$ cat config.mk
export PLATFORM = sky130hd
export DESIGN_NAME = period_timer
export DESIGN_NICKNAME = d
export VERILOG_FILES = /design/src/rtl/ptmr_pkg.sv /design/src/rtl/ptmr_prescaler.sv /design/src/rtl/ptmr_postscaler.sv /design/src/rtl/period_timer.sv
export SDC_FILE = /design/constraint.sdc
export NUM_CORES = 1
export LEC_CHECK = 0
export BUFFER_PORTS_ARGS = -buffer_cell sky130_fd_sc_hd__buf_4
export CORE_ASPECT_RATIO = 1.5
export CORE_MARGIN = 2
export CORE_UTILIZATION = 30
export DETAILED_ROUTE_END_ITERATION = 7
export SLEW_MARGIN = 20
export SYNTH_ARGS = -nofsm -noshare
export SYNTH_HDL_FRONTEND = slang
export SYNTH_HIERARCHICAL = 1
export SYNTH_SLANG_ARGS = --single-unit
$ cat constraint.sdc
create_clock -name clk -period 3.6 [get_ports clk]
set_clock_uncertainty 0.2 [all_clocks]
set_input_delay 0.36 -clock clk [delete_from_list [all_inputs] [get_ports clk]]
set_output_delay 0.36 -clock clk [all_outputs]
set_load 0.005 [all_outputs]
$ cat src/rtl/ptmr_pkg.sv
package ptmr_pkg;

    localparam int PRE_W  = 4;
    localparam int POST_W = 4;

    typedef enum logic [1:0] {
        SEL_COUNT  = 2'd0,
        SEL_PERIOD = 2'd1,
        SEL_CTRL   = 2'd2,
        SEL_IRQ    = 2'd3
    } reg_sel_e;

    typedef struct packed {
        logic [POST_W-1:0] post_ratio;
        logic              run;
        logic [1:0]        pre_sel;
    } ctrl_t;

    localparam int CTRL_W = $bits(ctrl_t);

endpackage

$ cat src/rtl/ptmr_prescaler.sv
module ptmr_prescaler #(
    parameter int W = 4
) (
    input  logic       clk,
    input  logic       rst_n,
    input  logic       clr_i,
    input  logic       adv_i,
    input  logic [1:0] sel_i,
    output logic       step_o
);
    localparam int MID = W / 2;

    logic [W-1:0] cnt_d, cnt_q;

    always_comb begin
        cnt_d = cnt_q;
        case (sel_i)
            2'b00:   step_o = adv_i;
            2'b01:   step_o = adv_i && (&cnt_q[MID-1:0]);
            default: step_o = adv_i && (&cnt_q);
        endcase
        if (clr_i) begin
            cnt_d = '0;
        end else if (adv_i) begin
            cnt_d = cnt_q + 1'b1;
        end
    end

    always_ff @(posedge clk or negedge rst_n) begin
        if (!rst_n) cnt_q <= '0;
        else        cnt_q <= cnt_d;
    end

    AST_PRE_CLEARED: assert property (@(posedge clk) disable iff (!rst_n)
        clr_i |=> (cnt_q == '0));

endmodule

$ cat src/rtl/ptmr_postscaler.sv
module ptmr_postscaler #(
    parameter int W = 4
) (
    input  logic         clk,
    input  logic         rst_n,
    input  logic         clr_i,
    input  logic         adv_i,
    input  logic [W-1:0] ratio_i,
    output logic         fire_o
);
    logic [W-1:0] cnt_d, cnt_q;

    always_comb begin
        cnt_d  = cnt_q;
        fire_o = adv_i && (cnt_q == ratio_i);
        if (clr_i) begin
            cnt_d = '0;
        end else if (adv_i) begin
            cnt_d = fire_o ? '0 : cnt_q + 1'b1;
        end
    end

    always_ff @(posedge clk or negedge rst_n) begin
        if (!rst_n) cnt_q <= '0;
        else        cnt_q <= cnt_d;
    end

    AST_POST_IN_RANGE: assert property (@(posedge clk) disable iff (!rst_n)
        cnt_q <= ratio_i);

endmodule

$ cat src/rtl/period_timer.sv
module period_timer
    import ptmr_pkg::*;
#(
    parameter int CNT_W = 8
) (
    input  logic             clk,
    input  logic             rst_n,
    input  logic             tick_en,
    input  logic             hold_i,
    input  logic             wr_en,
    input  logic [1:0]       wr_addr,
    input  logic [CNT_W-1:0] wr_data,
    output logic [CNT_W-1:0] count_o,
    output logic [CNT_W-1:0] period_o,
    output logic [CNT_W-1:0] ctrl_o,
    output logic             match_o,
    output logic             irq_flag_o,
    output logic             irq_o
);
    localparam logic [CNT_W-1:0] PERIOD_RST = '1;

    typedef struct packed {
        logic [CNT_W-1:0] count;
        logic [CNT_W-1:0] period;
        ctrl_t            ctrl;
        logic             flag;
        logic             ien;
        logic             match;
    } state_t;

    state_t   st_d, st_q;
    reg_sel_e sel;
    logic     reg_wr, scaler_clr, advance, step, match_ev, fire;

    assign sel        = reg_sel_e'(wr_addr);
    assign reg_wr     = wr_en && (sel != SEL_IRQ);
    assign scaler_clr = wr_en && ((sel == SEL_COUNT) || (sel == SEL_CTRL));
    assign advance    = tick_en && st_q.ctrl.run && !hold_i && !reg_wr;

    ptmr_prescaler #(.W(PRE_W)) u_pre (
        .clk    (clk),
        .rst_n  (rst_n),
        .clr_i  (scaler_clr),
        .adv_i  (advance),
        .sel_i  (st_q.ctrl.pre_sel),
        .step_o (step)
    );

    assign match_ev = step && (st_q.count == st_q.period);

    ptmr_postscaler #(.W(POST_W)) u_post (
        .clk     (clk),
        .rst_n   (rst_n),
        .clr_i   (scaler_clr),
        .adv_i   (match_ev),
        .ratio_i (st_q.ctrl.post_ratio),
        .fire_o  (fire)
    );

    always_comb begin
        st_d       = st_q;
        st_d.match = match_ev;
        if (step) begin
            st_d.count = match_ev ? '0 : st_q.count + 1'b1;
        end
        if (wr_en) begin
            case (sel)
                SEL_COUNT:  st_d.count  = wr_data;
                SEL_PERIOD: st_d.period = wr_data;
                SEL_CTRL:   st_d.ctrl   = ctrl_t'(wr_data[CTRL_W-1:0]);
                default: begin
                    st_d.flag = st_q.flag & wr_data[0];
                    st_d.ien  = wr_data[1];
                end
            endcase
        end
        if (fire) begin
            st_d.flag = 1'b1;
        end
    end

    always_ff @(posedge clk or negedge rst_n) begin
        if (!rst_n) begin
            st_q        <= '0;
            st_q.period <= PERIOD_RST;
        end else begin
            st_q <= st_d;
        end
    end

    assign count_o    = st_q.count;
    assign period_o   = st_q.period;
    assign ctrl_o     = CNT_W'(st_q.ctrl);
    assign match_o    = st_q.match;
    assign irq_flag_o = st_q.flag;
    assign irq_o      = st_q.flag && st_q.ien;

    AST_WRAP_ZERO: assert property (@(posedge clk) disable iff (!rst_n)
        match_o |-> (count_o == '0));
    AST_FLAG_FROM_MATCH: assert property (@(posedge clk) disable iff (!rst_n)
        $rose(irq_flag_o) |-> match_o);
    AST_HOLD_FREEZE: assert property (@(posedge clk) disable iff (!rst_n)
        (hold_i && !wr_en) |=> $stable(count_o));
    AST_OFF_FREEZE: assert property (@(posedge clk) disable iff (!rst_n)
        (!ctrl_o[2] && !wr_en) |=> $stable(count_o));
    AST_CTRL_KEEPS_COUNT: assert property (@(posedge clk) disable iff (!rst_n)
        (wr_en && wr_addr == 2'd2) |=> $stable(count_o));
    AST_WRITE_WINS: assert property (@(posedge clk) disable iff (!rst_n)
        (wr_en && wr_addr == 2'd0) |=> (count_o == $past(wr_data) && !match_o));

endmodule

# [After elaboration in Yosys (flattened, before gate mapping)]
# Cells that the tools add are included.
[classes] addsub=3 multipliers=0 n_div=0 magnitude_cmp=0 n_eq_ne=7 shifts=0 mux=14 n_bitwise=2 n_reduce_logical=25
[op_table] operator="$mux W8" count=4
[op_table] operator="$mux W25" count=1
[op_table] operator="$mux W4" count=5
[op_table] operator="$logic_and A1 B1 Y1" count=10
[op_table] operator="$reduce_and A2 Y1" count=5
[op_table] operator="$add A4 B1 Y4 const B" count=2
[op_table] operator="$add A8 B1 Y8 const B" count=1
[op_table] operator="$eq A8 B8 Y1" count=1
[op_table] operator="$mux W7" count=1
[op_table] operator="$reduce_bool A2 Y1" count=3
[op_table] operator="$eq A2 B1 Y1 const B" count=2
[op_table] operator="$eq A4 B4 Y1" count=1
[op_table] operator="$logic_not A2 Y1" count=2
[op_table] operator="$reduce_and A4 Y1" count=1
[op_table] operator="$reduce_or A3 Y1" count=1
[op_table] operator="$eq A2 B2 Y1 const B" count=1
[op_table] operator="$logic_not A1 Y1" count=2
[op_table] operator="$mux W2" count=1
[op_table] operator="$ne A2 B1 Y1 const B" count=1
[op_table] operator="$ne A2 B2 Y1 const B" count=1
[op_table] operator="$pmux W1 S2" count=1
[op_table] operator="$and A1 B1 Y1" count=1
[op_table] operator="$logic_or A1 B1 Y1" count=1
[op_table] operator="$mux W1" count=1
[op_table] operator="$not A1 Y1" count=1
[word_totals] reg_bits=34 latchBits=0 ramBits=0 romBits=0 in_bits=15 output_inout_bits=27 memories=0

# [Longest topological paths before layout]
# Gate-level depths: netlist (run 1).
[depth] word_depth=12 mapped_depth=11 mapped_depth_nobuf=8

# [Modules after synthesis]
# The synthesis (run 1) kept the hierarchy.
[modules_own_cells] mod="period_timer" instances=1 cells_each=128 area_each_um2=1453.9 seq_area_each_um2=660.6
[modules_own_cells] mod="ptmr_postscaler" instances=1 cells_each=26 area_each_um2=270.3 seq_area_each_um2=100.1
[modules_own_cells] mod="ptmr_prescaler" instances=1 cells_each=21 area_each_um2=235.2 seq_area_each_um2=100.1

# [Worst setup path after synthesis (run 1)]
# OpenSTA, ideal clock, no wires.
[synth_timing] path_kind="input-to-reg" start="input wr_addr[0]" end="register u_post.cnt_q[2]" setup_time_ns=0.101 arrival_time_ns=2.330 t_required_ns=3.299 setup_slack_ns=0.969 stages=11 cell_sequence="nand2_1 -> a211oi_1 -> buf_6 -> o31a_1 -> buf_6 -> inv_1 -> nor4_4 -> clkbuf_2 -> nand2_1 -> mux2_2 -> o32ai_1"
[synth_via] elab_chain_cells=11
[synth_rtl] element="start, declared" line="period_timer.sv:11" rtl="input logic [1:0] wr_addr,"
[synth_rtl] element="$ne A2 B2 Y1 *" line="period_timer.sv:36" rtl="assign reg_wr = wr_en && (sel != SEL_IRQ);"
[synth_rtl] element="$logic_and A1 B1 Y1 *" line="period_timer.sv:36"
[synth_rtl] element="$logic_not A1 Y1 *" line="period_timer.sv:38" rtl="assign advance = tick_en && st_q.ctrl.run && !hold_i && !reg_wr;"
[synth_rtl] element="$logic_and A1 B1 Y1 *" line="period_timer.sv:38"
[synth_rtl] element="named net advance" line="period_timer.sv:33" rtl="logic reg_wr, scaler_clr, advance, step, match_ev, fire;"
[synth_rtl] element="$logic_and A1 B1 Y1, on equally long branches" line="ptmr_prescaler.sv:20, ptmr_prescaler.sv:19"
[synth_rtl] element="$pmux W1 S2 *" line="ptmr_prescaler.sv:17" rtl="case (sel_i)"
[synth_rtl] element="named net step" line="period_timer.sv:33"
[synth_rtl] element="$logic_and A1 B1 Y1 *" line="period_timer.sv:49" rtl="assign match_ev = step && (st_q.count == st_q.period);"
[synth_rtl] element="named net match_ev" line="period_timer.sv:33"
[synth_rtl] element="$logic_and A1 B1 Y1" line="ptmr_postscaler.sv:15" rtl="fire_o = adv_i && (cnt_q == ratio_i);"
[synth_rtl] element="$mux W4" line="ptmr_postscaler.sv:19" rtl="cnt_d = fire_o ? '0 : cnt_q + 1'b1;"
[synth_rtl] element="$mux W4" line="ptmr_postscaler.sv:18" rtl="end else if (adv_i) begin"
[synth_rtl] element="$mux W4" line="ptmr_postscaler.sv:16" rtl="if (clr_i) begin"
[synth_rtl] element="end signal, assigned" line="ptmr_postscaler.sv:25" rtl="else cnt_q <= cnt_d;"
[synth_rtl] element="end, declared" line="ptmr_postscaler.sv:11" rtl="logic [W-1:0] cnt_d, cnt_q;"
# Mark *: on every way through the listed nets, which the timed path passes. The rest lies on a longest branch. The select of a mux whose other input is x is not followed.
# A chain may end at the register's enable or synchronous reset.

# [Worst setup path in the final report (run 1)]
[layout_timing] start="register st_q (netlist bit ctrl_o[2])" end="register u_post.cnt_q[2]"
[layout_via] elab_chain_cells=10
[layout_rtl] element="start, declared" line="period_timer.sv:31" rtl="state_t st_d, st_q;"
[layout_rtl] element="start signal, assigned" line="period_timer.sv:87" rtl="st_q <= st_d;"
[layout_rtl] element="$logic_and A1 B1 Y1 * (3 in series)" line="period_timer.sv:38"
[layout_rtl] element="named net advance" line="period_timer.sv:33"
[layout_rtl] element="$logic_and A1 B1 Y1, on equally long branches" line="ptmr_prescaler.sv:20, ptmr_prescaler.sv:19"
[layout_rtl] element="$pmux W1 S2 *" line="ptmr_prescaler.sv:17"
[layout_rtl] element="named net step" line="period_timer.sv:33"
[layout_rtl] element="$logic_and A1 B1 Y1 *" line="period_timer.sv:49"
[layout_rtl] element="named net match_ev" line="period_timer.sv:33"
[layout_rtl] element="$logic_and A1 B1 Y1" line="ptmr_postscaler.sv:15"
[layout_rtl] element="$mux W4" line="ptmr_postscaler.sv:19"
[layout_rtl] element="$mux W4" line="ptmr_postscaler.sv:18"
[layout_rtl] element="$mux W4" line="ptmr_postscaler.sv:16"
# Marks and branches as above.

==> reports/metrics.json, run 1 <==
{
  "outcome": "finished, final reports clean",
  "required_time_at_the_endpoint_of_the_critical_path_ns": 3.59,
  "drt_first_iter_violations": 64,
  "worst_path_most_repeated_cell": "sky130_fd_sc_hd__nand2_1",
  "synth-seq-cells": 34,
  "detailedPlacementHpwl_mm": 2.95,
  "worst_r2r_path_depth": 9,
  "power_per_cell_area_nw_per_um2": 492,
  "synth.yosys.seq_area_share_pct": 43.9,
  "syn_avg_cell_area_sq_um": 11.2,
  "post_synthesis_cell_type_with_the_largest_combined_area": "sky130_fd_sc_hd__dfrtp_1",
  "path_max_fanout": 8,
  "clk_root_buffer_cell": "sky130_fd_sc_hd__clkbuf_8",
  "first_global_vias": 1359,
  "maximum_number_of_pins_on_one_net_before_global_route_repair": 35,
  "synth.area.mux_share_pct": 11.0,
  "mapped_area_sq_um": 1960,
  "timing.fmax_mhz": 382,
  "min-delay-start": "wr_data[7]",
  "num_io_pins": 42,
  "cts_max_level": 2,
  "critical-path-slowest-cell": "sky130_fd_sc_hd__nor4_4",
  "cts.repair_timing.setup_buffer_count": 0,
  "drcViolationCount": 0,
  "layout-drive-gt1-share_pct": 42.0,
  "grt_remaining_overflow": 0,
  "final_core_utilization_pct": 35.8,
  "dpl_cell_area_sq_um": 2170,
  "grtUsageTotal_pct": 12.0,
  "finalMaxSlewViolations": 0,
  "min_period_over_period_pct": 72.7,
  "synth_compound_gate_area_share_pct": 7.15,
  "area_share_of_the_leading_cell_type_in_the_synthesized_netlist_pct": 33.2,
  "timing_worst_setup_path_type": "flop to flop",
  "instance_count_of_the_mapped_netlist": 175,
  "final_common_cell": "sky130_fd_sc_hd__buf_4",
  "initial_antenna_violation_count": 0,
  "numPortBuffers": 40,
  "synth_fp_nets": 193,
  "critical_path_arrival_ns": 2.61,
  "worst_hold_path_type": "input pin to flop",
  "site_row_count": 36,
  "ys_warn_count": 6,
  "critical_path.max_stage_delay_ns": 0.48,
  "routedWlPerCell_um": 14.4,
  "post_synth_and_or_nand_nor_area_fraction_pct": 14.6,
  "ir_worst_vdd_uv": 187,
  "synth_top_family_by_area": "simple AND/OR/NAND/NOR gates",
  "crit-reg2reg-launch": "ctrl_o[2]",
  "yosys.area_share.xor_xnor_pct": 9.77,
  "area_growth_pct": 16.8,
  "cts_num_sinks": 34,
  "numCtsBuffers": 5,
  "route.antenna.remaining_nets": 0,
  "global_route_wire_length_before_repair_mm": 6.73,
  "final_cell_area_sq_um": 2290,
  "die_area_sq_um": 7210,
  "path_clk_slew_ns": 0.07,
  "diodes": 0,
  "final-setup-viol-count": 0,
  "clk_latency_ns": 0.28,
  "avgViaCountPerCell": 4.74,
  "clk_path_buf_depth": 2,
  "synthAdderAreaFrac_pct": 1.92,
  "dr_total_vias": 1308,
  "cts_tree": "yes",
  "holdPathEnd": "count_o[7]",
  "worst_setup_path_start_kind": "flop",
  "floorplan.core_area_sq_um": 6400,
  "filler_cell_count": 665,
  "wl_mm": 3.98,
  "final_period_minus_worst_setup_slack_ns": 2.62,
  "yosysUniqueCellTypes": 39,
  "layout_common_cells": "44 x sky130_fd_sc_hd__buf_4, 26 x sky130_fd_sc_hd__dfrtp_1, 17 x sky130_fd_sc_hd__mux2_2",
  "ff2ff_setup_slack_ns": 0.98,
  "finalWeightedCongestion": 0.810,
  "ctsResizeCount": 0,
  "grt_setup_unrepaired": "no",
  "total_leakage_power_nw": 0.994,
  "starting_density_of_the_core_pct": 30.6,
  "cpLargestDelayFamily": "compound AO/OA/AOI/OAI gates",
  "critical_path_end_type": "flop",
  "timing.critical_path.buf_inv": 2,
  "critical_path.cell_chain": "nand2_1 > a211oi_1 > buf_4 > o31a_1 > inv_1 > nor4_4 > nand2_1 > mux2_2 > o32ai_1",
  "tns_ns": 0,
  "regToRegEndpoint": "u_post/cnt_q[2]",
  "min_delay_path_depth": 3,
  "final_nets": 217,
  "timing.final.hold_violations": 0,
  "die_width_um": 70.0,
  "die_y_um": 103,
  "max-cap-violations": 0,
  "firstDrtPassIters": 4,
  "synth.area.top_cells": "sky130_fd_sc_hd__dfrtp_1 33%, sky130_fd_sc_hd__dfstp_2 11%, sky130_fd_sc_hd__mux2_2 9.8%, sky130_fd_sc_hd__buf_4 9.6%, sky130_fd_sc_hd__xnor2_1 4.9%"
}
## state kept, by name, summed over array words and instances (netlist names)
name          count
count_o           8
match_o           1
ctrl_o            7
st_q              1
u_post/cnt_q      4
period_o          8
u_pre/cnt_q       4
irq_flag_o        1
## cell type report
| cell class | instances | area (sq um) | share of cell area [%] |
|---|---|---|---|
| clock inverter | 3 | 40.0 | 1.75 |
| multi-input combinational | 111 | 876 | 38.3 |
| inverter | 2 | 7.51 | 0.328 |
| sequential | 34 | 861 | 37.6 |
| tap | 76 | 95.1 | 4.16 |
| timing repair buffer | 45 | 340 | 14.9 |
| clock buffer | 5 | 68.8 | 3.01 |
## synthesized netlist by cell type (all sizes together)
cell type  count
buf           27
dfrtp         26
mux2          18
nand2         14
xnor2         12
xor2           9
dfstp          8
nor2           7
o31ai          7
nand4          5
nand3          4
a211oi         3
a21oi          3
ha             3
nand3b         3
nor2b          3
nor3b          3
and2           2
inv            2
nor3           2
nor4           2
o32ai          2
a21bo          1
and3           1
clkbuf         1
conb           1
mux2i          1
nand2b         1
o21ai          1
o31a           1
o41ai          1
or2b           1
## metal layers
| layer | routed length (um) | share of wire, % | global-route usage (%) | vias up |
|---|---|---|---|---|
| li1 | - | - | - | 633 |
| met1 | 1560 | 39 | 13.2 | 645 |
| met2 | 2180 | 55 | 21.9 | 25 |
| met3 | 181 | 4.6 | 3.52 | 5 |
| met4 | 57 | 1.4 | 4.44 | 0 |
| met5 | 0 | 0 | 0 | - |
## where the power goes
part	internal (mW)	switching, mW	leakage, nW
Clock	0.204	0.136	0.0579
Combinational	0.158	0.104	0.523
Sequential	0.451	0.0728	0.413
## cells by family after synthesis
kind of cell    after synthesis
fa+ha+maj                     3
xor+xnor                     21
other cells                   1
flops                        34
buf+inv                      30
mux                          19
compound gates               19
simple gates                 48
## metrics by stage
step,setup slack [ns],hold slack [ns],power (mW),cells
CTS,0.975,0.0877,1.15,276
global placement,0.898,0.137,0.792,267
detailed placement,0.854,0.138,0.795,267
floorplan,0.969,-0.136,0.724,175
global route,0.641,0.0939,1.20,276
finish,0.983,0.0897,1.13,276
## timing repair
item,in CTS,in global routing
hold buffers,1,0
endpoints found under the hold margin,26,0
setup endpoints to repair,0,0
## worst max path at each step
stage / start / end / slack (ns) / cells past startpoint
finish: ctrl_o[2] / u_post/cnt_q[2] / 0.98 / 9
global route: ctrl_o[2] / u_post/cnt_q[2] / 0.64 / 9
CTS: ctrl_o[2] / u_post/cnt_q[2] / 0.97 / 9
detailed placement: wr_addr[0] / u_post/cnt_q[2] / 0.85 / 10
global placement: wr_addr[0] / u_post/cnt_q[2] / 0.90 / 10
floorplan: wr_addr[0] / u_post/cnt_q[2] / 0.97 / 11
## worst reg2reg max path, cell delays in order (launching register included)
cell	delay, ns
sky130_fd_sc_hd__dfrtp_1	0.38
sky130_fd_sc_hd__nand2_1	0.06
sky130_fd_sc_hd__a211oi_1	0.23
sky130_fd_sc_hd__buf_4	0.19
sky130_fd_sc_hd__o31a_1	0.29
sky130_fd_sc_hd__inv_1	0.13
sky130_fd_sc_hd__nor4_4	0.48
sky130_fd_sc_hd__nand2_1	0.08
sky130_fd_sc_hd__mux2_2	0.27
sky130_fd_sc_hd__o32ai_1	0.21
Note: power is estimated with default switching activity, not from simulation.
==> run 2: changes to the inputs <==
--- a/config.mk
+++ b/config.mk
@@ -5,6 +5,7 @@
 export SDC_FILE = /design/constraint.sdc
 export NUM_CORES = 1
 export LEC_CHECK = 0
+export ABC_AREA = 1
 export BUFFER_PORTS_ARGS = -buffer_cell sky130_fd_sc_hd__buf_4
 export CORE_ASPECT_RATIO = 1.5
 export CORE_MARGIN = 2
==> constraint.sdc (replaced) <==
create_clock -name clk -period 2.5 [get_ports clk]
set_clock_uncertainty 0.2 [all_clocks]
set_input_delay 0.25 -clock clk [delete_from_list [all_inputs] [get_ports clk]]
set_output_delay 0.25 -clock clk [all_outputs]
set_load 0.005 [all_outputs]
==> run 2 against run 1 <==
Hold slack got worse by 0.066 ns. Final cell count increased by 41%. First-iteration DRC count increased by 91%. Critical endpoint unchanged. Largest cell class unchanged.
==> reports/metrics.json, run 2 <==
{
  "synthAdderAreaFrac": {"value": 1.78, "unit": "%", "change": "was 1.92%"},
  "yosys.area_share.xor_xnor": {"value": 2.91, "unit": "%", "change": "was 9.77%"},
  "clk_path_buf_depth": {"value": 2, "change": "unchanged"},
  "wl": {"value": 5.01, "unit": "mm", "change": "was 3.98 mm"},
  "required_time_at_the_endpoint_of_the_critical_path": {"value": 2.53, "unit": "ns", "change": "was 3.59 ns"},
  "synth_fp_nets": {"value": 293, "change": "was 193"},
  "place.detailed.instances": {"value": 371, "change": "was 267"},
  "instance_count_of_the_mapped_netlist": {"value": 275, "change": "was 175"},
  "critical-path-slowest-cell": {"value": "sky130_fd_sc_hd__dfrtp_1", "change": "was sky130_fd_sc_hd__nor4_4"},
  "num_io_pins": {"value": 42, "change": "unchanged"},
  "maximum_number_of_pins_on_one_net_before_global_route_repair": {"value": 35, "change": "unchanged"},
  "ys_warn_count": {"value": 6, "change": "unchanged"},
  "mapped_area": {"value": 2110, "unit": "sq um", "change": "was 1960 sq um"},
  "min-delay-start": {"value": "wr_data[0]", "change": "was wr_data[7]"},
  "holdPathEnd": {"value": "period_o[0]", "change": "was count_o[7]"},
  "layout_common_cells": {"value": "75 x sky130_fd_sc_hd__nand2_1, 47 x sky130_fd_sc_hd__buf_4, 41 x sky130_fd_sc_hd__inv_1", "change": "was 44 x sky130_fd_sc_hd__buf_4, 26 x sky130_fd_sc_hd__dfrtp_1, 17 x sky130_fd_sc_hd__mux2_2"},
  "final_core_utilization": {"value": 37.4, "unit": "%", "change": "was 35.8%"},
  "timing.final.hold_violations": {"value": 0, "change": "unchanged"},
  "critical_path_arrival": {"value": 2.42, "unit": "ns", "change": "was 2.61 ns"},
  "firstDrtPassIters": {"value": 4, "change": "unchanged"},
  "post_synth_and_or_nand_nor_area_fraction": {"value": 26.6, "unit": "%", "change": "was 14.6%"},
  "final_common_cell": {"value": "sky130_fd_sc_hd__nand2_1", "change": "was sky130_fd_sc_hd__buf_4"},
  "async_reset_ff_share": {"value": 100, "unit": "%", "change": "unchanged"},
  "outcome": {"value": "finished, final reports clean", "change": "unchanged"},
  "drt_first_iter_violations": {"value": 122, "change": "was 64"},
  "dr_total_vias": {"value": 1709, "change": "was 1,308"},
  "synth.area.top_cells": {"value": "sky130_fd_sc_hd__dfrtp_1 31%, sky130_fd_sc_hd__nand2_1 14%, sky130_fd_sc_hd__dfstp_2 10%, sky130_fd_sc_hd__buf_4 8.5%, sky130_fd_sc_hd__inv_1 7.5%", "change": "was sky130_fd_sc_hd__dfrtp_1 33%, sky130_fd_sc_hd__dfstp_2 11%, sky130_fd_sc_hd__mux2_2 9.8%, sky130_fd_sc_hd__buf_4 9.6%, sky130_fd_sc_hd__xnor2_1 4.9%"},
  "timing_worst_setup_path_type": {"value": "flop to flop", "change": "unchanged"},
  "global_route_wire_length_before_repair": {"value": 8.07, "unit": "mm", "change": "was 6.73 mm"},
  "starting_density_of_the_core": {"value": 30.8, "unit": "%", "change": "was 30.6%"},
  "synth.area.mux_share": {"value": 0.534, "unit": "%", "change": "was 11.0%"},
  "power_per_cell_area": {"value": 612, "unit": "nW/um^2", "change": "was 492 nW/um^2"},
  "die_y": {"value": 107, "unit": "um", "change": "was 103 um"},
  "clk_latency": {"value": 0.29, "unit": "ns", "change": "was 0.28 ns"},
  "finalMaxSlewViolations": {"value": 0, "change": "unchanged"},
  "post_synth_most_frequent_cells": {"value": "76 x sky130_fd_sc_hd__nand2_1, 42 x sky130_fd_sc_hd__inv_1, 26 x sky130_fd_sc_hd__dfrtp_1", "change": "was 26 x sky130_fd_sc_hd__dfrtp_1, 25 x sky130_fd_sc_hd__buf_4, 17 x sky130_fd_sc_hd__mux2_2"},
  "layout-drive-gt1-share": {"value": 31.5, "unit": "%", "change": "was 42.0%"},
  "max-cap-violations": {"value": 0, "change": "unchanged"},
  "filler_cell_count": {"value": 732, "change": "was 665"},
  "avgViaCountPerCell": {"value": 4.39, "change": "was 4.74"},
  "timing.fmax": {"value": 419, "unit": "MHz", "change": "was 382 MHz"},
  "syn_avg_cell_area": {"value": 7.67, "unit": "sq um", "change": "was 11.2 sq um"},
  "first_global_vias": {"value": 1699, "change": "was 1,359"},
  "worst_r2r_path_depth": {"value": 16, "change": "was 9"},
  "grtUsageTotal": {"value": 13.8, "unit": "%", "change": "was 12.0%"},
  "floorplan.core_area": {"value": 6850, "unit": "sq um", "change": "was 6400 sq um"},
  "synth_compound_gate_area_share": {"value": 9.67, "unit": "%", "change": "was 7.15%"},
  "finalWeightedCongestion": {"value": 0.785, "change": "was 0.810"},
  "grt_setup_unrepaired": {"value": "yes", "change": "was no"},
  "total_leakage_power": {"value": 1.34, "unit": "nW", "change": "was 0.994 nW"},
  "synth_top_family_by_area": {"value": "simple AND/OR/NAND/NOR gates", "change": "unchanged"},
  "synth.yosys.seq_area_share": {"value": 40.8, "unit": "%", "change": "was 43.9%"},
  "timing.critical_path.buf_inv": {"value": 3, "change": "was 2"},
  "synth-edff-count": {"value": 0, "change": "unchanged"},
  "cpLargestDelayFamily": {"value": "simple AND/OR/NAND/NOR gates", "change": "was compound AO/OA/AOI/OAI gates"},
  "final_period_minus_worst_setup_slack": {"value": 2.39, "unit": "ns", "change": "was 2.62 ns"},
  "critical_path.max_stage_delay": {"value": 0.39, "unit": "ns", "change": "was 0.48 ns"},
  "diodes": {"value": 0, "change": "unchanged"},
  "worst_hold_path_type": {"value": "input pin to flop", "change": "unchanged"},
  "grt_remaining_overflow": {"value": 0, "change": "unchanged"},
  "final-setup-viol-count": {"value": 0, "change": "unchanged"},
  "site_row_count": {"value": 37, "change": "was 36"},
  "numCtsBuffers": {"value": 5, "change": "unchanged"},
  "power": {"value": 1.57, "unit": "mW", "change": "was 1.13 mW"},
  "initial_antenna_violation_count": {"value": 0, "change": "unchanged"},
  "drcViolationCount": {"value": 0, "change": "unchanged"},
  "post_synthesis_cell_type_with_the_largest_combined_area": {"value": "sky130_fd_sc_hd__dfrtp_1", "change": "unchanged"},
  "flip_flop_cell_with_the_highest_count_after_synthesis": {"value": "sky130_fd_sc_hd__dfrtp_1", "change": "unchanged"},
  "path_max_fanout": {"value": 3, "change": "was 8"},
  "path_clk_slew": {"value": 0.07, "unit": "ns", "change": "about the same"},
  "synth-seq-cells": {"value": 34, "change": "unchanged"},
  "synthMostInstantiatedCell": {"value": "sky130_fd_sc_hd__nand2_1", "change": "was sky130_fd_sc_hd__dfrtp_1"},
  "route.antenna.remaining_nets": {"value": 0, "change": "unchanged"},
  "cts_max_level": {"value": 2, "change": "unchanged"},
  "layoutNonFillerInstCount": {"value": 389, "change": "was 276"},
  "area_share_of_the_leading_cell_type_in_the_synthesized_netlist": {"value": 30.8, "unit": "%", "change": "was 33.2%"},
  "routedWlPerCell": {"value": 12.9, "unit": "um", "change": "was 14.4 um"},
  "die_area": {"value": 7730, "unit": "sq um", "change": "was 7210 sq um"},
  "cts_num_sinks": {"value": 34, "change": "unchanged"},
  "yosysUniqueCellTypes": {"value": 29, "change": "was 39"},
  "final_nets": {"value": 328, "change": "was 217"},
  "critical_path_end_type": {"value": "flop", "change": "unchanged"},
  "area_growth": {"value": 21.4, "unit": "%", "change": "was 16.8%"},
  "min_period_over_period": {"value": 95.5, "unit": "%", "change": "was 72.7%"},
  "critical_path.cell_chain": {"value": "nand2_2 > a2111oi_4 > inv_1 > nor2_1 > o21ai_1 > o21ai_2 > inv_2 > a21oi_2 > nand2_2 > nor2_4 > nand3_4 > inv_2 > or2_1 > nand2_1 > xor2_1 > nor2_1", "change": "was nand2_1 > a211oi_1 > buf_4 > o31a_1 > inv_1 > nor4_4 > nand2_1 > mux2_2 > o32ai_1"},
  "clk_root_buffer_cell": {"value": "sky130_fd_sc_hd__clkbuf_8", "change": "unchanged"},
  "ff2ff_setup_slack": {"value": 0.11, "unit": "ns", "change": "was 0.98 ns"},
  "ir_worst_vdd": {"value": 214, "unit": "uV", "change": "was 187 uV"},
  "min_delay_path_depth": {"value": 3, "change": "unchanged"},
  "cts_tree": {"value": "yes", "change": "unchanged"},
  "crit-reg2reg-launch": {"value": "ctrl_o[2]", "change": "unchanged"},
  "worst_setup_path_start_kind": {"value": "flop", "change": "unchanged"},
  "numPortBuffers": {"value": 40, "change": "unchanged"},
  "detailedPlacementHpwl": {"value": 3.79, "unit": "mm", "change": "was 2.95 mm"},
  "regToRegEndpoint": {"value": "u_post/cnt_q[2]", "change": "unchanged"},
  "die_width": {"value": 72.5, "unit": "um", "change": "was 70.0 um"}
}
==> run 2: changes by cell type after synthesis, moves of 4 or more <==
cell                      delta
sky130_fd_sc_hd__nand2_1    +62
sky130_fd_sc_hd__inv_1      +40
sky130_fd_sc_hd__mux2_2     -16
sky130_fd_sc_hd__o21ai_0    +12
sky130_fd_sc_hd__xnor2_1    -10
sky130_fd_sc_hd__o21ai_1     +9
sky130_fd_sc_hd__nor2_1      +8
sky130_fd_sc_hd__o21ai_2     +7
sky130_fd_sc_hd__o31ai_1     -7
sky130_fd_sc_hd__nand2_2     +6
sky130_fd_sc_hd__inv_2       +5
sky130_fd_sc_hd__nor2_2      +4
==> run 2: kinds of logic after synthesis <==
family,Yosys count
DFF,34
other,1
buffers and inverters,74
xor gates and xnor gates,7
muxes,1
adders and majority gates,3
AOI/OAI and AO/OA,34
and+or+nand+nor,121
==> run 2: worst reg2reg max path: stages (launching register included) <==
cell	delay, ns
sky130_fd_sc_hd__dfrtp_1	0.39
sky130_fd_sc_hd__nand2_2	0.08
sky130_fd_sc_hd__a2111oi_4	0.37
sky130_fd_sc_hd__inv_1	0.10
sky130_fd_sc_hd__nor2_1	0.12
sky130_fd_sc_hd__o21ai_1	0.10
sky130_fd_sc_hd__o21ai_2	0.08
sky130_fd_sc_hd__inv_2	0.06
sky130_fd_sc_hd__a21oi_2	0.12
sky130_fd_sc_hd__nand2_2	0.07
sky130_fd_sc_hd__nor2_4	0.10
sky130_fd_sc_hd__nand3_4	0.07
sky130_fd_sc_hd__inv_2	0.06
sky130_fd_sc_hd__or2_1	0.11
sky130_fd_sc_hd__nand2_1	0.06
sky130_fd_sc_hd__xor2_1	0.14
sky130_fd_sc_hd__nor2_1	0.09
==> run 2: area by class of cell <==
class | count | area [sq um] | share of cell area (%)
clock buffers | 7 | 86.3 | 3.37
flip-flops and latches | 34 | 861 | 33.6
clock inverters | 1 | 5.00 | 0.195
inverters | 48 | 180 | 7.03
multi-input cells | 167 | 908 | 35.5
well taps | 78 | 97.6 | 3.81
repair buffers | 54 | 423 | 16.5
==> run 2: what timing repair did <==
item	4_1_cts	5_1_grt
setup endpoints to repair	0	7
resized for setup	0	5
hold endpoints to repair	33	0
setup buffers	0	4
hold buffers	7	0
==> run 2: through the flow <==
stage | setup slack, ns | area, sq um | setup TNS [ns] | hold slack, ns
4_1_cts | 0.0203 | 2520 | 0 | 0.0219
5_1_grt | -0.0817 | 2560 | -0.0899 | 0.0409
3_3_place_gp | 0.126 | 2360 | 0 | 0.0297
6_report | 0.113 | 2560 | 0 | 0.0236
2_1_floorplan | 0.00659 | 2120 | 0 | -0.246
3_5_place_dp | 0.0440 | 2360 | 0 | 0.0302
==> run 2: worst max path at each step <==
stage,from,end,slack [ns],cells after the start
global placement,wr_en,u_post/cnt_q[2],0.13,16
finish,ctrl_o[2],u_post/cnt_q[2],0.11,16
floorplan,ctrl_o[2],u_post/cnt_q[2],0.007,14
global route,ctrl_o[2],u_post/cnt_q[2],-0.08,16
detailed placement,wr_en,u_post/cnt_q[2],0.04,16
CTS,ctrl_o[2],u_post/cnt_q[2],0.02,16
==> run 2: report_power, final <==
group | total, mW | internal, mW | switching [mW]
logic | 0.409 | 0.201 | 0.207
registers | 0.728 | 0.638 | 0.0903
clock network | 0.430 | 0.222 | 0.208
total | 1.57 | 1.06 | 0.505
==> run 2: routing by layer <==
layer  vias to the layer above  track usage [%]  wire length, um
li1                        881                -                -
met1                       788             15.3             1970
met2                        35             24.8             2740
met3                         5             3.29              203
met4                         0             5.56               93
met5                         -                0                0
==> run 3: changes to the inputs <==
--- a/config.mk
+++ b/config.mk
@@ -7,10 +7,13 @@
 export LEC_CHECK = 0
 export ABC_AREA = 1
 export BUFFER_PORTS_ARGS = -buffer_cell sky130_fd_sc_hd__buf_4
+export CELL_PAD_IN_SITES_DETAIL_PLACEMENT = 1
+export CELL_PAD_IN_SITES_GLOBAL_PLACEMENT = 2
 export CORE_ASPECT_RATIO = 1.5
 export CORE_MARGIN = 2
 export CORE_UTILIZATION = 30
 export DETAILED_ROUTE_END_ITERATION = 7
+export PLACE_DENSITY_LB_ADDON = 0.1
 export SLEW_MARGIN = 20
 export SYNTH_ARGS = -nofsm -noshare
 export SYNTH_HDL_FRONTEND = slang
==> run 3 against run 2 <==
Register-to-register slack improved by 0.05 ns. Sequential cell count did not move. Maximum frequency rose by 2.3%. Non-clock buffer count up 2.
==> reports/metrics.json, run 3 (synthesis gave the netlist of run 2 again) <==
{
  "outcome": {"value": "finished, final reports clean", "change": "unchanged"},
  "die_width": {"value": 72.5, "unit": "um", "change": "unchanged"},
  "ir_worst_vdd": {"value": 254, "unit": "uV", "change": "was 214 uV"},
  "finalWeightedCongestion": {"value": 0.725, "change": "was 0.785"},
  "routedWlPerCell": {"value": 14.0, "unit": "um", "change": "was 12.9 um"},
  "final_common_cell": {"value": "sky130_fd_sc_hd__nand2_1", "change": "unchanged"},
  "crit-reg2reg-launch": {"value": "ctrl_o[2]", "change": "unchanged"},
  "dpl_cell_area": {"value": 2370, "unit": "sq um", "change": "was 2360 sq um"},
  "switching_power": {"value": 0.510, "unit": "mW", "change": "was 0.505 mW"},
  "layout_common_cells": {"value": "75 x sky130_fd_sc_hd__nand2_1, 49 x sky130_fd_sc_hd__buf_4, 41 x sky130_fd_sc_hd__inv_1", "change": "was 75 x sky130_fd_sc_hd__nand2_1, 47 x sky130_fd_sc_hd__buf_4, 41 x sky130_fd_sc_hd__inv_1"},
  "avgViaCountPerCell": {"value": 4.52, "change": "was 4.39"},
  "cts_max_level": {"value": 2, "change": "unchanged"},
  "grtUsageTotal": {"value": 15.3, "unit": "%", "change": "was 13.8%"},
  "starting_density_of_the_core": {"value": 30.8, "unit": "%", "change": "unchanged"},
  "grt_remaining_overflow": {"value": 0, "change": "unchanged"},
  "die_area": {"value": 7730, "unit": "sq um", "change": "unchanged"},
  "detailedPlacementHpwl": {"value": 4.16, "unit": "mm", "change": "was 3.79 mm"},
  "drcViolationCount": {"value": 0, "change": "unchanged"},
  "tns": {"value": 0, "unit": "ns", "change": "unchanged"},
  "site_row_count": {"value": 37, "change": "unchanged"},
  "final_cell_area": {"value": 2570, "unit": "sq um", "change": "was 2560 sq um"},
  "numPortBuffers": {"value": 40, "change": "unchanged"},
  "pwr-share-clk": {"value": 26.2, "unit": "%", "change": "was 27.4%"},
  "path_clk_slew": {"value": 0.08, "unit": "ns", "change": "was 0.07 ns"},
  "route.antenna.remaining_nets": {"value": 0, "change": "unchanged"},
  "total_leakage_power": {"value": 1.34, "unit": "nW", "change": "about the same"},
  "num_io_pins": {"value": 42, "change": "unchanged"},
  "initial_antenna_violation_count": {"value": 0, "change": "unchanged"},
  "first_global_vias": {"value": 1826, "change": "was 1,699"},
  "clk_path_buf_depth": {"value": 2, "change": "unchanged"},
  "layout-drive-gt1-share": {"value": 31.9, "unit": "%", "change": "was 31.5%"},
  "regToRegEndpoint": {"value": "u_post/cnt_q[2]", "change": "unchanged"},
  "timing_worst_setup_path_type": {"value": "flop to flop", "change": "unchanged"},
  "multi_input_comb_area": {"value": 908, "unit": "sq um", "change": "unchanged"},
  "power.share.sequential": {"value": 47.2, "unit": "%", "change": "was 46.5%"},
  "worst_r2r_path_depth": {"value": 16, "change": "unchanged"},
  "min_delay_path_depth": {"value": 3, "change": "unchanged"},
  "min_period_over_period": {"value": 93.3, "unit": "%", "change": "was 95.5%"},
  "cts_num_sinks": {"value": 34, "change": "unchanged"},
  "final_nets": {"value": 330, "change": "was 328"},
  "worst_setup_path_start_kind": {"value": "flop", "change": "unchanged"},
  "area_growth": {"value": 21.7, "unit": "%", "change": "was 21.4%"},
  "max-cap-violations": {"value": 0, "change": "unchanged"},
  "filler_cell_count": {"value": 864, "change": "was 732"},
  "power": {"value": 1.54, "unit": "mW", "change": "was 1.57 mW"},
  "timing.fmax": {"value": 429, "unit": "MHz", "change": "was 419 MHz"},
  "die_y": {"value": 107, "unit": "um", "change": "unchanged"},
  "wl": {"value": 5.49, "unit": "mm", "change": "was 5.01 mm"},
  "critical_path_end_type": {"value": "flop", "change": "unchanged"},
  "switching_share": {"value": 33.0, "unit": "%", "change": "was 32.2%"},
  "clk_latency": {"value": 0.28, "unit": "ns", "change": "was 0.29 ns"},
  "drt_first_iter_violations": {"value": 44, "change": "was 122"},
  "timing.final.hold_violations": {"value": 0, "change": "unchanged"},
  "min-delay-start": {"value": "wr_data[0]", "change": "unchanged"},
  "finalMaxSlewViolations": {"value": 0, "change": "unchanged"},
  "diodes": {"value": 0, "change": "unchanged"},
  "maximum_number_of_pins_on_one_net_before_global_route_repair": {"value": 35, "change": "unchanged"},
  "required_time_at_the_endpoint_of_the_critical_path": {"value": 2.52, "unit": "ns", "change": "was 2.53 ns"},
  "floorplan.core_area": {"value": 6850, "unit": "sq um", "change": "unchanged"},
  "path_max_fanout": {"value": 3, "change": "unchanged"},
  "holdPathEnd": {"value": "irq_flag_o", "change": "was period_o[0]"},
  "grt_setup_unrepaired": {"value": "yes", "change": "unchanged"},
  "numCtsBuffers": {"value": 5, "change": "unchanged"},
  "ff2ff_setup_slack": {"value": 0.17, "unit": "ns", "change": "was 0.11 ns"},
  "power_per_cell_area": {"value": 602, "unit": "nW/um^2", "change": "was 612 nW/um^2"},
  "final-setup-viol-count": {"value": 0, "change": "unchanged"},
  "cts_tree": {"value": "yes", "change": "unchanged"},
  "dpl_worst_slack": {"value": 0.0512, "unit": "ns", "change": "was 0.0440 ns"},
  "combPwrFrac": {"value": 26.6, "unit": "%", "change": "was 26.1%"},
  "layout.area.seq": {"value": 861, "unit": "sq um", "change": "unchanged"},
  "worst_hold_path_type": {"value": "input pin to flop", "change": "unchanged"},
  "dr_total_vias": {"value": 1766, "change": "was 1,709"},
  "final_period_minus_worst_setup_slack": {"value": 2.33, "unit": "ns", "change": "was 2.39 ns"},
  "global_route_wire_length_before_repair": {"value": 9.08, "unit": "mm", "change": "was 8.07 mm"},
  "power_report.internal_total": {"value": 1.03, "unit": "mW", "change": "was 1.06 mW"},
  "critical_path_arrival": {"value": 2.36, "unit": "ns", "change": "was 2.42 ns"},
  "clk_root_buffer_cell": {"value": "sky130_fd_sc_hd__clkbuf_8", "change": "unchanged"},
  "worst_slack": {"value": 0.166, "unit": "ns", "change": "was 0.113 ns"},
  "firstDrtPassIters": {"value": 4, "change": "unchanged"}
}
-- run 3: worst max path at each step --
stage | from | to | slack [ns] | cells after the start
finish | ctrl_o[2] | u_post/cnt_q[2] | 0.17 | 16
detailed placement | wr_en | u_post/cnt_q[2] | 0.05 | 16
global placement | wr_en | u_post/cnt_q[2] | 0.12 | 16
global route | ctrl_o[2] | u_post/cnt_q[2] | -0.06 | 16
CTS | ctrl_o[2] | u_post/cnt_q[2] | 0.05 | 16
floorplan | ctrl_o[2] | u_post/cnt_q[2] | 0.007 | 14
-- run 3: routing by layer --
metal	vias up	track usage [%]	share of wire (%)
li1	886	-	-
met1	844	19.2	43
met2	30	26.7	53
met3	6	2.26	2.6
met4	0	4.76	1.4
met5	-	0	0
-- run 3: layout make-up --
cell class	instances	area share, %
inverters	48	7.02
well taps	78	3.80
clock buffers	6	2.83
multi-input cells	167	35.4
flip-flops and latches	34	33.5
clock inverters	2	0.390
repair buffers	56	17.1
-- run 3: repair_timing --
item,in CTS,in global routing
buffers inserted,0,3
setup endpoints to repair,0,12
endpoints found under the hold margin,32,0
hold buffers,7,0
gates resized for setup,0,5
-- run 3: power groups by stage --
| stage | Combinational (mW) | Clock [mW] | Sequential (mW) |
|---|---|---|---|
| global placement | 0.398 | 0 | 0.741 |
| CTS | 0.412 | 0.429 | 0.732 |
| floorplan | 0.311 | 0 | 0.709 |
| finish | 0.411 | 0.404 | 0.729 |
| detailed placement | 0.402 | 0 | 0.741 |
| global route | 0.472 | 0.445 | 0.746 |
-- run 3: critical path, stage by stage (launching register included) --
cell	delay, ns
sky130_fd_sc_hd__dfrtp_1	0.39
sky130_fd_sc_hd__nand2_2	0.08
sky130_fd_sc_hd__a2111oi_4	0.37
sky130_fd_sc_hd__inv_1	0.10
sky130_fd_sc_hd__nor2_1	0.09
sky130_fd_sc_hd__o21ai_1	0.08
sky130_fd_sc_hd__o21ai_2	0.08
sky130_fd_sc_hd__inv_2	0.07
sky130_fd_sc_hd__a21oi_2	0.11
sky130_fd_sc_hd__nand2_2	0.07
sky130_fd_sc_hd__nor2_4	0.09
sky130_fd_sc_hd__nand3_4	0.08
sky130_fd_sc_hd__inv_2	0.06
sky130_fd_sc_hd__or2_1	0.11
sky130_fd_sc_hd__nand2_1	0.06
sky130_fd_sc_hd__xor2_1	0.14
sky130_fd_sc_hd__nor2_1	0.10
-- run 3: metrics by stage --
step / utilization, % / cells / hold slack [ns]
after floorplan: - / 275 / -0.246
after global placement: 34.6 / 373 / 0.0507
after detailed placement: 34.6 / 373 / 0.0459
after CTS: 36.9 / 388 / 0.0222
after global routing: 37.5 / 391 / 0.0383
final: 37.5 / 391 / 0.0314
